==> src/rtl/gpio_i2c_pkg.sv <==
package gpio_i2c_pkg;
  localparam int BYTE_W = 8;

  typedef enum logic [3:0] {
    ST_IDLE,
    ST_ADDR,
    ST_ADDR_ACK,
    ST_PTR,
    ST_PTR_ACK,
    ST_WDATA,
    ST_WDATA_ACK,
    ST_RDATA,
    ST_RACK,
    ST_IGNORE
  } st_e;
endpackage

==> src/rtl/gpio_i2c_sync.sv <==
module gpio_i2c_sync #(
  parameter int          W       = 1,
  parameter int          STAGES  = 2,
  parameter logic [W-1:0] RST_VAL = '0
) (
  input  logic         clk_i,
  input  logic         rst_ni,
  input  logic [W-1:0] d_i,
  output logic [W-1:0] q_o
);
  logic [STAGES-1:0][W-1:0] pipe_q;

  always_ff @(posedge clk_i or negedge rst_ni) begin
    if (!rst_ni) pipe_q <= {STAGES{RST_VAL}};
    else         pipe_q <= {pipe_q[STAGES-2:0], d_i};
  end

  assign q_o = pipe_q[STAGES-1];
endmodule

==> src/rtl/gpio_i2c_bus_cond.sv <==
module gpio_i2c_bus_cond #(
  parameter int SYNC_STAGES = 2
) (
  input  logic clk_i,
  input  logic rst_ni,
  input  logic scl_i,
  input  logic sda_i,
  output logic scl_o,
  output logic sda_o,
  output logic scl_rise_o,
  output logic scl_fall_o,
  output logic start_o,
  output logic stop_o
);
  logic [1:0] lines_s;
  logic       scl_p, sda_p;

  gpio_i2c_sync #(.W(2), .STAGES(SYNC_STAGES), .RST_VAL(2'b11)) u_sync (
    .clk_i (clk_i),
    .rst_ni(rst_ni),
    .d_i   ({scl_i, sda_i}),
    .q_o   (lines_s)
  );

  assign scl_o = lines_s[1];
  assign sda_o = lines_s[0];

  always_ff @(posedge clk_i or negedge rst_ni) begin
    if (!rst_ni) begin
      scl_p <= 1'b1;
      sda_p <= 1'b1;
    end else begin
      scl_p <= scl_o;
      sda_p <= sda_o;
    end
  end

  assign scl_rise_o = scl_o & ~scl_p;
  assign scl_fall_o = ~scl_o & scl_p;
  // data edges while the clock stays high
  assign start_o    = scl_o & scl_p & sda_p & ~sda_o;
  assign stop_o     = scl_o & scl_p & ~sda_p & sda_o;
endmodule

==> src/rtl/gpio_i2c_regs.sv <==
module gpio_i2c_regs #(
  parameter int DW          = 8,
  parameter int NUM_REGS    = 4,
  parameter int SYNC_STAGES = 2
) (
  input  logic          clk_i,
  input  logic          rst_ni,
  input  logic [DW-1:0] port_i,
  input  logic [7:0]    ptr_i,
  input  logic          wr_i,
  input  logic [DW-1:0] wdata_i,
  input  logic          rd_in_i,
  output logic [DW-1:0] rdata_o,
  output logic          int_no
);
  logic [DW-1:0] port_s, last_q;
  logic [DW-1:0] store_q [NUM_REGS];
  logic          int_q;

  gpio_i2c_sync #(.W(DW), .STAGES(SYNC_STAGES), .RST_VAL('0)) u_port_sync (
    .clk_i (clk_i),
    .rst_ni(rst_ni),
    .d_i   (port_i),
    .q_o   (port_s)
  );

  assign store_q[0] = '0;

  for (genvar g = 1; g < NUM_REGS; g++) begin : g_store
    always_ff @(posedge clk_i or negedge rst_ni) begin
      if (!rst_ni)                     store_q[g] <= '0;
      else if (wr_i && ptr_i == 8'(g)) store_q[g] <= wdata_i;
    end
  end

  always_comb begin
    rdata_o = '0;
    if (ptr_i == 8'd0) rdata_o = port_s;
    for (int i = 1; i < NUM_REGS; i++)
      if (ptr_i == 8'(i)) rdata_o = store_q[i];
  end

  always_ff @(posedge clk_i or negedge rst_ni) begin
    if (!rst_ni) begin
      last_q <= '0;
      int_q  <= 1'b0;
    end else if (rd_in_i) begin
      last_q <= port_s;
      int_q  <= 1'b0;
    end else begin
      int_q  <= port_s != last_q;
    end
  end

  assign int_no = ~int_q;
endmodule

==> src/rtl/gpio_i2c_target.sv <==
module gpio_i2c_target
  import gpio_i2c_pkg::*;
#(
  parameter logic [5:0] ADDR_HI     = 6'b010000,
  parameter int         NUM_REGS    = 4,
  parameter int         SYNC_STAGES = 2
) (
  input  logic              clk_i,
  input  logic              rst_ni,
  input  logic              scl_i,
  input  logic              sda_i,
  input  logic              addr_strap_i,
  input  logic [BYTE_W-1:0] port_i,
  output logic              sda_oe_o,
  output logic              int_no
);
  localparam logic [3:0] LAST_BIT = 4'(BYTE_W);

  logic scl_s, sda_s, scl_rise, scl_fall, start_w, stop_w;
  st_e               state_q;
  logic [3:0]        cnt_q;
  logic [BYTE_W-1:0] sh_q, tx_q, ptr_q, rdata_w;
  logic              rw_q, ack_q, oe_q;
  logic              byte_done, wr_w, ld_w, rd_in_w;

  gpio_i2c_bus_cond #(.SYNC_STAGES(SYNC_STAGES)) u_cond (
    .clk_i     (clk_i),
    .rst_ni    (rst_ni),
    .scl_i     (scl_i),
    .sda_i     (sda_i),
    .scl_o     (scl_s),
    .sda_o     (sda_s),
    .scl_rise_o(scl_rise),
    .scl_fall_o(scl_fall),
    .start_o   (start_w),
    .stop_o    (stop_w)
  );

  assign byte_done = scl_fall && cnt_q == LAST_BIT;
  assign wr_w      = state_q == ST_WDATA && byte_done;
  assign ld_w      = scl_fall && ((state_q == ST_ADDR_ACK && rw_q) ||
                                  (state_q == ST_RACK && ack_q));
  assign rd_in_w   = ld_w && ptr_q == '0;

  gpio_i2c_regs #(.DW(BYTE_W), .NUM_REGS(NUM_REGS), .SYNC_STAGES(SYNC_STAGES)) u_regs (
    .clk_i  (clk_i),
    .rst_ni (rst_ni),
    .port_i (port_i),
    .ptr_i  (ptr_q),
    .wr_i   (wr_w),
    .wdata_i(sh_q),
    .rd_in_i(rd_in_w),
    .rdata_o(rdata_w),
    .int_no (int_no)
  );

  always_ff @(posedge clk_i or negedge rst_ni) begin
    if (!rst_ni) begin
      state_q <= ST_IDLE;
      cnt_q   <= '0;
      sh_q    <= '0;
      tx_q    <= '0;
      ptr_q   <= '0;
      rw_q    <= 1'b0;
      ack_q   <= 1'b0;
      oe_q    <= 1'b0;
    end else if (start_w) begin
      state_q <= ST_ADDR;
      cnt_q   <= '0;
      oe_q    <= 1'b0;
    end else if (stop_w) begin
      state_q <= ST_IDLE;
      oe_q    <= 1'b0;
    end else if (ld_w) begin
      tx_q    <= rdata_w;
      oe_q    <= ~rdata_w[BYTE_W-1];
      cnt_q   <= 4'd1;
      state_q <= ST_RDATA;
    end else begin
      unique case (state_q)
        ST_ADDR, ST_PTR, ST_WDATA: begin
          if (scl_rise && cnt_q != LAST_BIT) begin
            sh_q  <= {sh_q[BYTE_W-2:0], sda_s};
            cnt_q <= cnt_q + 4'd1;
          end else if (byte_done) begin
            if (state_q == ST_ADDR) begin
              if (sh_q[BYTE_W-1:1] == {ADDR_HI, addr_strap_i}) begin
                rw_q    <= sh_q[0];
                oe_q    <= 1'b1;
                state_q <= ST_ADDR_ACK;
              end else begin
                state_q <= ST_IGNORE;
              end
            end else begin
              if (state_q == ST_PTR) ptr_q <= sh_q;
              oe_q    <= 1'b1;
              state_q <= (state_q == ST_PTR) ? ST_PTR_ACK : ST_WDATA_ACK;
            end
          end
        end
        ST_ADDR_ACK, ST_PTR_ACK, ST_WDATA_ACK: begin
          if (scl_fall) begin
            oe_q    <= 1'b0;
            cnt_q   <= '0;
            state_q <= (state_q == ST_ADDR_ACK) ? ST_PTR : ST_WDATA;
          end
        end
        ST_RDATA: begin
          if (byte_done) begin
            oe_q    <= 1'b0;
            state_q <= ST_RACK;
          end else if (scl_fall) begin
            tx_q  <= {tx_q[BYTE_W-2:0], 1'b0};
            oe_q  <= ~tx_q[BYTE_W-2];
            cnt_q <= cnt_q + 4'd1;
          end
        end
        ST_RACK: begin
          if (scl_rise) ack_q <= ~sda_s;
          else if (scl_fall) state_q <= ST_IGNORE;  // controller NACK
        end
        default: ;
      endcase
    end
  end

  assign sda_oe_o = oe_q;
endmodule

==> config.mk <==
export PLATFORM = sky130hd
export DESIGN_NAME = gpio_i2c_target
export DESIGN_NICKNAME = d
export VERILOG_FILES = /design/src/rtl/gpio_i2c_pkg.sv /design/src/rtl/gpio_i2c_sync.sv /design/src/rtl/gpio_i2c_bus_cond.sv /design/src/rtl/gpio_i2c_regs.sv /design/src/rtl/gpio_i2c_target.sv
export SDC_FILE = /design/constraint.sdc
export NUM_CORES = 1
export LEC_CHECK = 0
export BUFFER_PORTS_ARGS = -buffer_cell sky130_fd_sc_hd__buf_4
export CORE_MARGIN = 3
export CORE_UTILIZATION = 45
export DETAILED_ROUTE_END_ITERATION = 6
export PLACE_DENSITY_LB_ADDON = 0.05
export SKIP_LAST_GASP = 1
export SLEW_MARGIN = 20
export SYNTH_ARGS = -nofsm -noshare
export SYNTH_HDL_FRONTEND = slang
export SYNTH_HIERARCHICAL = 1
export SYNTH_SLANG_ARGS = --single-unit
export TNS_END_PERCENT = 1
==> constraint.sdc <==
create_clock -name clk_i -period 3 [get_ports clk_i]
set_clock_uncertainty 0.2 [all_clocks]
set_input_delay 0.3 -clock clk_i [delete_from_list [all_inputs] [get_ports clk_i]]
set_output_delay 0.3 -clock clk_i [all_outputs]
set_load 0.05 [all_outputs]
==> flow_metrics.py, run 1 <==
metrics = {
    "clocking": {
        "clk_pin_slew_ps": 90,
        "clk_latency_ps": 350,
        "cts_tree": "done",
        "cts_inserted_buffers": 9,
        "clock_path_buffers": 2,
        "numClockSinks": 89,
        "cts-root-buf": "clkbuf_8",
        "htreeDepth": 3,
    },
    "layout": {
        "fillers": 806,
        "syn2layout_area_growth_pct": 11.5,
        "drive_above_1_share": 0.364,
        "antennaDiodeCount": 0,
        "layout.area.seq_sq_um": 2230,
        "nets": 359,
        "multiInputGateArea_sq_um": 1880,
    },
    "routing": {
        "viasPerCell": 5.38,
        "drt_iter0_drc": 83,
        "wl_um": 8140,
        "drt-wirelength-per-cell_um": 17.0,
        "final_antenna_net_count": 0,
        "drcViolationCount": 0,
        "drt_pass1_iterations": 4,
        "vias": 2570,
    },
    "global_routing": {
        "globalRouteTotalUtil": 0.163,
        "overflow": 0,
        "antenna_found_initial": 0,
        "grt_pass1_vias": 2637,
        "grt_max_degree": 48,
        "grt_pass1_wl_um": 14100,
    },
    "min_path": {
        "hold-path-cell-count": 0,
        "hp-start": "u_cond/u_sync/pipe_q[1]$_DFF_PN1_",
        "min_to": "u_cond/u_sync/q_o[1]$_DFF_PN1_",
        "min_path_type": "reg2reg",
    },
    "synth": {
        "synth.area.top_cells": "dfrtp_1 48%, mux2_2 13%, mux4_2 4.2%",
        "synth-main-ff-cell": "dfrtp_1",
        "yosys_register_bits": 89,
        "synth_nets": 338,
        "ys_warn_count": 6,
        "synth.distinct_cells": 69,
        "synth.top_cell.area_share": 0.483,
        "synth_area_sq_um": 4300,
        "yosysTopAreaCell": "dfrtp_1",
        "ys_seq_area_frac": 0.520,
        "synth-edff-count": 0,
        "async_flop_share": 1.00,
        "syn_avg_cell_area_sq_um": 13.3,
        "synthCells": 323,
    },
    "worst_setup_path": {
        "rr_startpoint": "u_cond/u_sync/q_o[0]$_DFF_PN1_",
        "startpoint_type": "register",
        "cp_max_fo": 8,
        "reg2reg_depth": 5,
        "critical_path_required_ps": 3030,
        "r2r_end": "sh_q[7]$_DFFE_PN0P_",
        "worstPathArrival_ps": 2730,
        "end_kind": "register",
        "path_class": "reg2reg",
        "r2r_slack_ps": 300,
    },
    "sta": {
        "finalSetupTns_ps": 0,
        "hold_slack_ps": 153,
        "period_minus_slack_ps": 2700,
        "max_slew_margin": 0.451,
        "drv_slew": 0,
        "finalHoldViolCount": 0,
        "worst_pin_slew_ps": 820,
        "rsz0062_at_grt": "no",
        "finalSetupViolations": 0,
        "period_share": 0.900,
        "max_freq_mhz": 370,
    },
    "power": {
        "sw_frac_of_total": 0.326,
        "combPwrFrac": 0.271,
        "power.leakage_nw": 2.16,
        "seqPwrFrac": 0.474,
        "p_int_mw": 2.27,
        "switching_power_mw": 1.10,
        "powerDensity_nw_per_um2": 702,
        "pwr-share-clk": 0.255,
        "ir_worst_vdd_v": 0.000256,
    },
    "status": {
        "status": "finished, final reports clean",
    },
    "flow_run": {
        "max_cap_viol_count": 0,
    },
    "floorplan": {
        "die_h_um": 104,
        "core_area_sq_um": 9240,
        "die-area_sq_um": 10800,
        "io_pins": 15,
        "num_rows": 35,
        "dieWidth_um": 104,
        "start_util": 0.465,
    },
    "place": {
        "hpwl_um": 5710,
        "place.gp.congestion": 0.885,
        "port_buffers": 14,
    },
}
## worst max-delay path, cell delays in order, from the launching register on
cell and delay [ps]:
dfstp_2 570, and4b_1 310, nor2_1 430, nand2_2 150
nor4b_4 530, mux2_2 400
## placed cells by master, fill, tap and decap left out, drive strengths merged, types with 2 or more instances in the layout
master	count
mux2i	7
nor2	8
clkbuf	10
nor3	4
mux4	8
ha	2
nand4b	2
clkinv	2
dfstp	6
o31a	2
o21ai	10
dfrtp	83
nand3	4
buf	22
and3b	2
mux2	53
a21oi	2
nand4	5
xor2	9
and3	10
nand3b	4
inv	12
nand2b	2
nor2b	4
and4b	3
a21boi	5
nor4b	2
o22a	2
nor4	7
dlygate4sd3	11
nand2	18
a31oi	4
## how the worst max path moves through the flow
stage,end,start
floorplan,u_regs/last_q[0]$_DFFE_PN0P_,u_cond/scl_p$_DFF_PN1_
CTS,sh_q[7]$_DFFE_PN0P_,u_cond/u_sync/q_o[0]$_DFF_PN1_
global route,sh_q[0]$_DFFE_PN0P_,u_cond/u_sync/q_o[0]$_DFF_PN1_
global placement,sh_q[3]$_DFFE_PN0P_,u_cond/u_sync/q_o[0]$_DFF_PN1_
finish,sh_q[7]$_DFFE_PN0P_,u_cond/u_sync/q_o[0]$_DFF_PN1_
detailed placement,sh_q[7]$_DFFE_PN0P_,u_cond/u_sync/q_o[0]$_DFF_PN1_
## registers in the layout, indices dropped and copies added (netlist names)
| signal | count |
|---|---|
| u_cond/u_sync/q_o | 2 |
| sh_q | 8 |
| u_regs/store_q | 24 |
| u_regs/u_port_sync/q_o | 8 |
| u_cond/scl_p | 1 |
| u_cond/u_sync/pipe_q | 2 |
| u_cond/sda_p | 1 |
| u_regs/int_q | 1 |
| cnt_q | 4 |
| rw_q | 1 |
| ptr_q | 8 |
| state_q | 4 |
| sda_oe_o | 1 |
| ack_q | 1 |
| u_regs/u_port_sync/pipe_q | 8 |
| tx_q | 7 |
| u_regs/last_q | 8 |
## cell usage after synthesis (2+ instances only)
cell type,count
xor2_1,9
o22a_1,2
and3_1,2
nor4_1,6
nand2b_1,2
nand3b_1,4
mux2i_1,7
mux4_2,8
and3_2,8
dfrtp_1,83
nor2_1,7
nand3_1,3
nor4b_4,2
buf_4,12
buf_2,7
nand4_1,3
inv_1,9
a21boi_0,4
a21oi_1,2
and3b_1,2
dfstp_2,6
ha_1,2
and4b_1,3
mux2_2,50
nor2b_1,4
mux2_4,2
a31oi_1,4
nor3_1,3
o31a_1,2
clkbuf_1,2
o21ai_0,8
nand2_1,17
o21ai_1,2
## what timing repair did
| action | CTS | global route |
|---|---|---|
| hold endpoints to repair | 49 | 0 |
| resized for setup | 0 | 0 |
| hold buffers | 11 | 0 |
| buffers inserted | 0 | 0 |
## cell families (layout without fill, tap and decap cells)
group	count (synthesis)	count (layout)	synth area share
adder cells (fa/ha/maj)	2	2	0.00582
multiplexers	68	68	0.199
flip-flops	89	89	0.520
AO/OA/AOI/OAI	42	42	0.0760
buffers and inverters	32	58	0.0431
XOR/XNOR	10	10	0.0204
AND/OR/NAND/NOR	80	80	0.136
## power groups by stage
stage	logic, mW	registers, mW	clock network, mW
after floorplan	0.750	1.53	0
after global placement	0.903	1.62	0
after detailed placement	0.893	1.62	0
after CTS	0.912	1.60	0.900
after global routing	1.02	1.63	0.961
final	0.912	1.59	0.859
## stage by stage
stage                      util  total power, mW  setup WS, ps  cell area [sq um]  cells
after floorplan               -             2.28           379               4300    323
after global placement    0.484             2.52           360               4470    451
after detailed placement  0.484             2.51           311               4470    451
after CTS                 0.519             3.41           283               4790    478
after global routing      0.519             3.61           122               4790    478
final                     0.519             3.36           299               4790    478
## layout make-up
cell class,instances,share of cell area
Inverter,9,0.00705
Tap cell,129,0.0337
Multi-Input combinational cell,202,0.392
Timing Repair Buffer,33,0.0574
Clock inverter,6,0.0151
Clock buffer,10,0.0287
Sequential cell,89,0.466
## layer usage
metal	vias up	GRT usage	share of wire
li1	1228	-	-
met1	1292	0.242	0.50
met2	46	0.241	0.46
met3	4	0.0405	0.035
met4	0	0.0427	0.0060
met5	-	0	0
No activity file was read; power rests on OpenSTA's default activity.
==> run 2: changes to the inputs <==
--- a/config.mk
+++ b/config.mk
@@ -7,7 +7,7 @@
 export LEC_CHECK = 0
 export BUFFER_PORTS_ARGS = -buffer_cell sky130_fd_sc_hd__buf_4
 export CORE_MARGIN = 3
-export CORE_UTILIZATION = 45
+export CORE_UTILIZATION = 40
 export DETAILED_ROUTE_END_ITERATION = 6
 export PLACE_DENSITY_LB_ADDON = 0.05
 export SKIP_LAST_GASP = 1
==> run 2 against run 1 <==
  * Critical path depth did not move
  * First-iteration DRC count rose by 33%
  * Sequential power barely moved
  * Clock-buffer cell count did not move
  * Power fell by 2.7%
  * Global-route usage fell by 1.1 points
  * Non-clock buffer count fell by 1
  * Core utilization fell by 5.8 points
  * Hold slack got worse by 21 ps
  * Final area fell by 0.34%
  * Sequential share of layout area rose by 0.16 points
  * Critical endpoint is now sh_q[3]$_DFFE_PN0P_
  * Highest routed layer unchanged
==> flow_metrics.py, run 2 (same netlist as run 1, synthesis figures left out) <==
metrics = {
    "global_routing": {
        "grt_max_degree": 75,
        "antenna_found_initial": 0,
        "grt_pass1_wl_um": 13800,
        "globalRouteTotalUtil": 0.152,
        "overflow": 0,
        "grt_pass1_vias": 2599,
    },
    "layout": {
        "antennaDiodeCount": 0,
        "nets": 358,
        "largest_register": "u_regs/store_q",
        "fin_cells": 484,
        "drive_above_1_share": 0.362,
        "post-route-util": 0.461,
        "layout_commonest_cell": "dfrtp_1",
        "syn2layout_area_growth_pct": 11.1,
        "largest_reg_flops": 24,
        "layout_common_cells": "83 x dfrtp_1, 50 x mux2_2, 20 x buf_4",
        "fin_area_sq_um": 4780,
    },
    "sta": {
        "finalSetupViolations": 0,
        "worst_slack_ps": 294,
        "max_slew_margin": 0.462,
        "rsz0062_at_grt": "no",
        "finalSetupTns_ps": 0,
        "period_minus_slack_ps": 2710,
        "hold_slack_ps": 132,
        "finalHoldViolCount": 0,
        "period_share": 0.902,
        "drv_slew": 0,
        "worst_pin_slew_ps": 804,
        "max_freq_mhz": 370,
    },
    "clocking": {
        "cts-root-buf": "clkbuf_8",
        "numClockSinks": 89,
        "cts_setup_buffers": 0,
        "clock_path_buffers": 2,
        "cts_inserted_buffers": 9,
        "htreeDepth": 3,
        "clk_pin_slew_ps": 100,
        "cts_tree": "done",
        "clk_latency_ps": 360,
    },
    "power": {
        "switching_power_mw": 1.10,
        "combPwrFrac": 0.280,
        "sw_frac_of_total": 0.335,
        "powerDensity_nw_per_um2": 685,
        "p_total_mw": 3.27,
        "power.leakage_nw": 2.14,
        "p_int_mw": 2.18,
        "seqPwrFrac": 0.488,
        "pwr-share-clk": 0.232,
        "ir_worst_vdd_v": 0.000221,
    },
    "place": {
        "placed_cell_area_sq_um": 4490,
        "dp.cells": 457,
        "pre_cts_ws_ps": 302,
        "port_buffers": 14,
        "hpwl_um": 5710,
        "place.gp.congestion": 0.912,
    },
    "routing": {
        "viasPerCell": 5.25,
        "drt-wirelength-per-cell_um": 17.2,
        "final_antenna_net_count": 0,
        "vias": 2540,
        "drt_pass1_iterations": 4,
        "wl_um": 8310,
        "drt_iter0_drc": 110,
        "drcViolationCount": 0,
    },
    "worst_setup_path": {
        "critical_path_required_ps": 3040,
        "worstPathArrival_ps": 2750,
        "max_stage_delay_ps": 560,
        "end_kind": "register",
        "worst-path-buf-inv": 0,
        "path_class": "reg2reg",
        "startpoint_type": "register",
        "path_delay_family": "simple AND/OR/NAND/NOR gates",
        "slowest_stage": "dfstp_2",
        "cp_max_fo": 8,
        "worstPathCellList": "and4b_1 -> nor2_1 -> nand2_2 -> nor4b_4 -> mux2_2",
    },
    "floorplan": {
        "core_area_sq_um": 10400,
        "num_rows": 37,
        "die_h_um": 110,
        "io_pins": 15,
        "start_util": 0.414,
        "die-area_sq_um": 12000,
        "dieWidth_um": 110,
    },
    "min_path": {
        "min_path_type": "in2async",
    },
    "flow_run": {
        "max_cap_viol_count": 0,
    },
    "status": {
        "status": "finished, final reports clean",
    },
}
run 2: changes by cell type in the layout (fill, tap and decap cells not counted), sizes merged:
cell      before  now
bufinv         1    0
inv           12   10
buf           22   21
clkinv         2    4
clkinvlp       0    1
run 2: cell type report:
type                            instances  area, sq um
Fill cell                             968         5590
Sequential cell                        89         2230
Multi-Input combinational cell        202         1880
Timing Repair Buffer                   32          280
Tap cell                              136          170
Clock buffer                           10          138
Clock inverter                          6         42.5
Inverter                                9         33.8
run 2: routing by layer:
metal,GRT usage,wire [um]
met5,0,0
met4,0.0712,146
met3,0.0252,316
met2,0.233,3790
met1,0.212,4060
run 2: worst paths after layout:
path | from | to | slack [ps] | cells past startpoint
hold / removal | rst_ni | tx_q[5]$_DFFE_PN0P_ | 130 | 2
setup reg to reg | u_cond/u_sync/q_o[0]$_DFF_PN1_ | sh_q[3]$_DFFE_PN0P_ | 290 | 5
setup / recovery | u_cond/u_sync/q_o[0]$_DFF_PN1_ | sh_q[3]$_DFFE_PN0P_ | 290 | 5
min in group clk_i | u_regs/u_port_sync/pipe_q[0]$_DFF_PN0_ | u_regs/u_port_sync/q_o[0]$_DFF_PN0_ | 150 | 0
max in group asynchronous | rst_ni | u_cond/u_sync/q_o[0]$_DFF_PN1_ | 1770 | 3
hold reg to reg | u_regs/u_port_sync/pipe_q[0]$_DFF_PN0_ | u_regs/u_port_sync/q_o[0]$_DFF_PN0_ | 150 | 0
run 2: timing repair:
| item | CTS | global route |
|---|---|---|
| hold buffers | 11 | 0 |
| hold endpoints to repair | 93 | 0 |
| gates resized for setup | 0 | 0 |
run 2: power by group through the flow:
| stage | sequential, mW | clock [mW] | combinational, mW |
|---|---|---|---|
| 3_3_place_gp | 1.62 | 0 | 0.912 |
| 6_report | 1.60 | 0.760 | 0.916 |
| 2_1_floorplan | 1.53 | 0 | 0.750 |
| 5_1_grt | 1.64 | 0.849 | 1.01 |
| 3_5_place_dp | 1.62 | 0 | 0.901 |
| 4_1_cts | 1.60 | 0.804 | 0.917 |
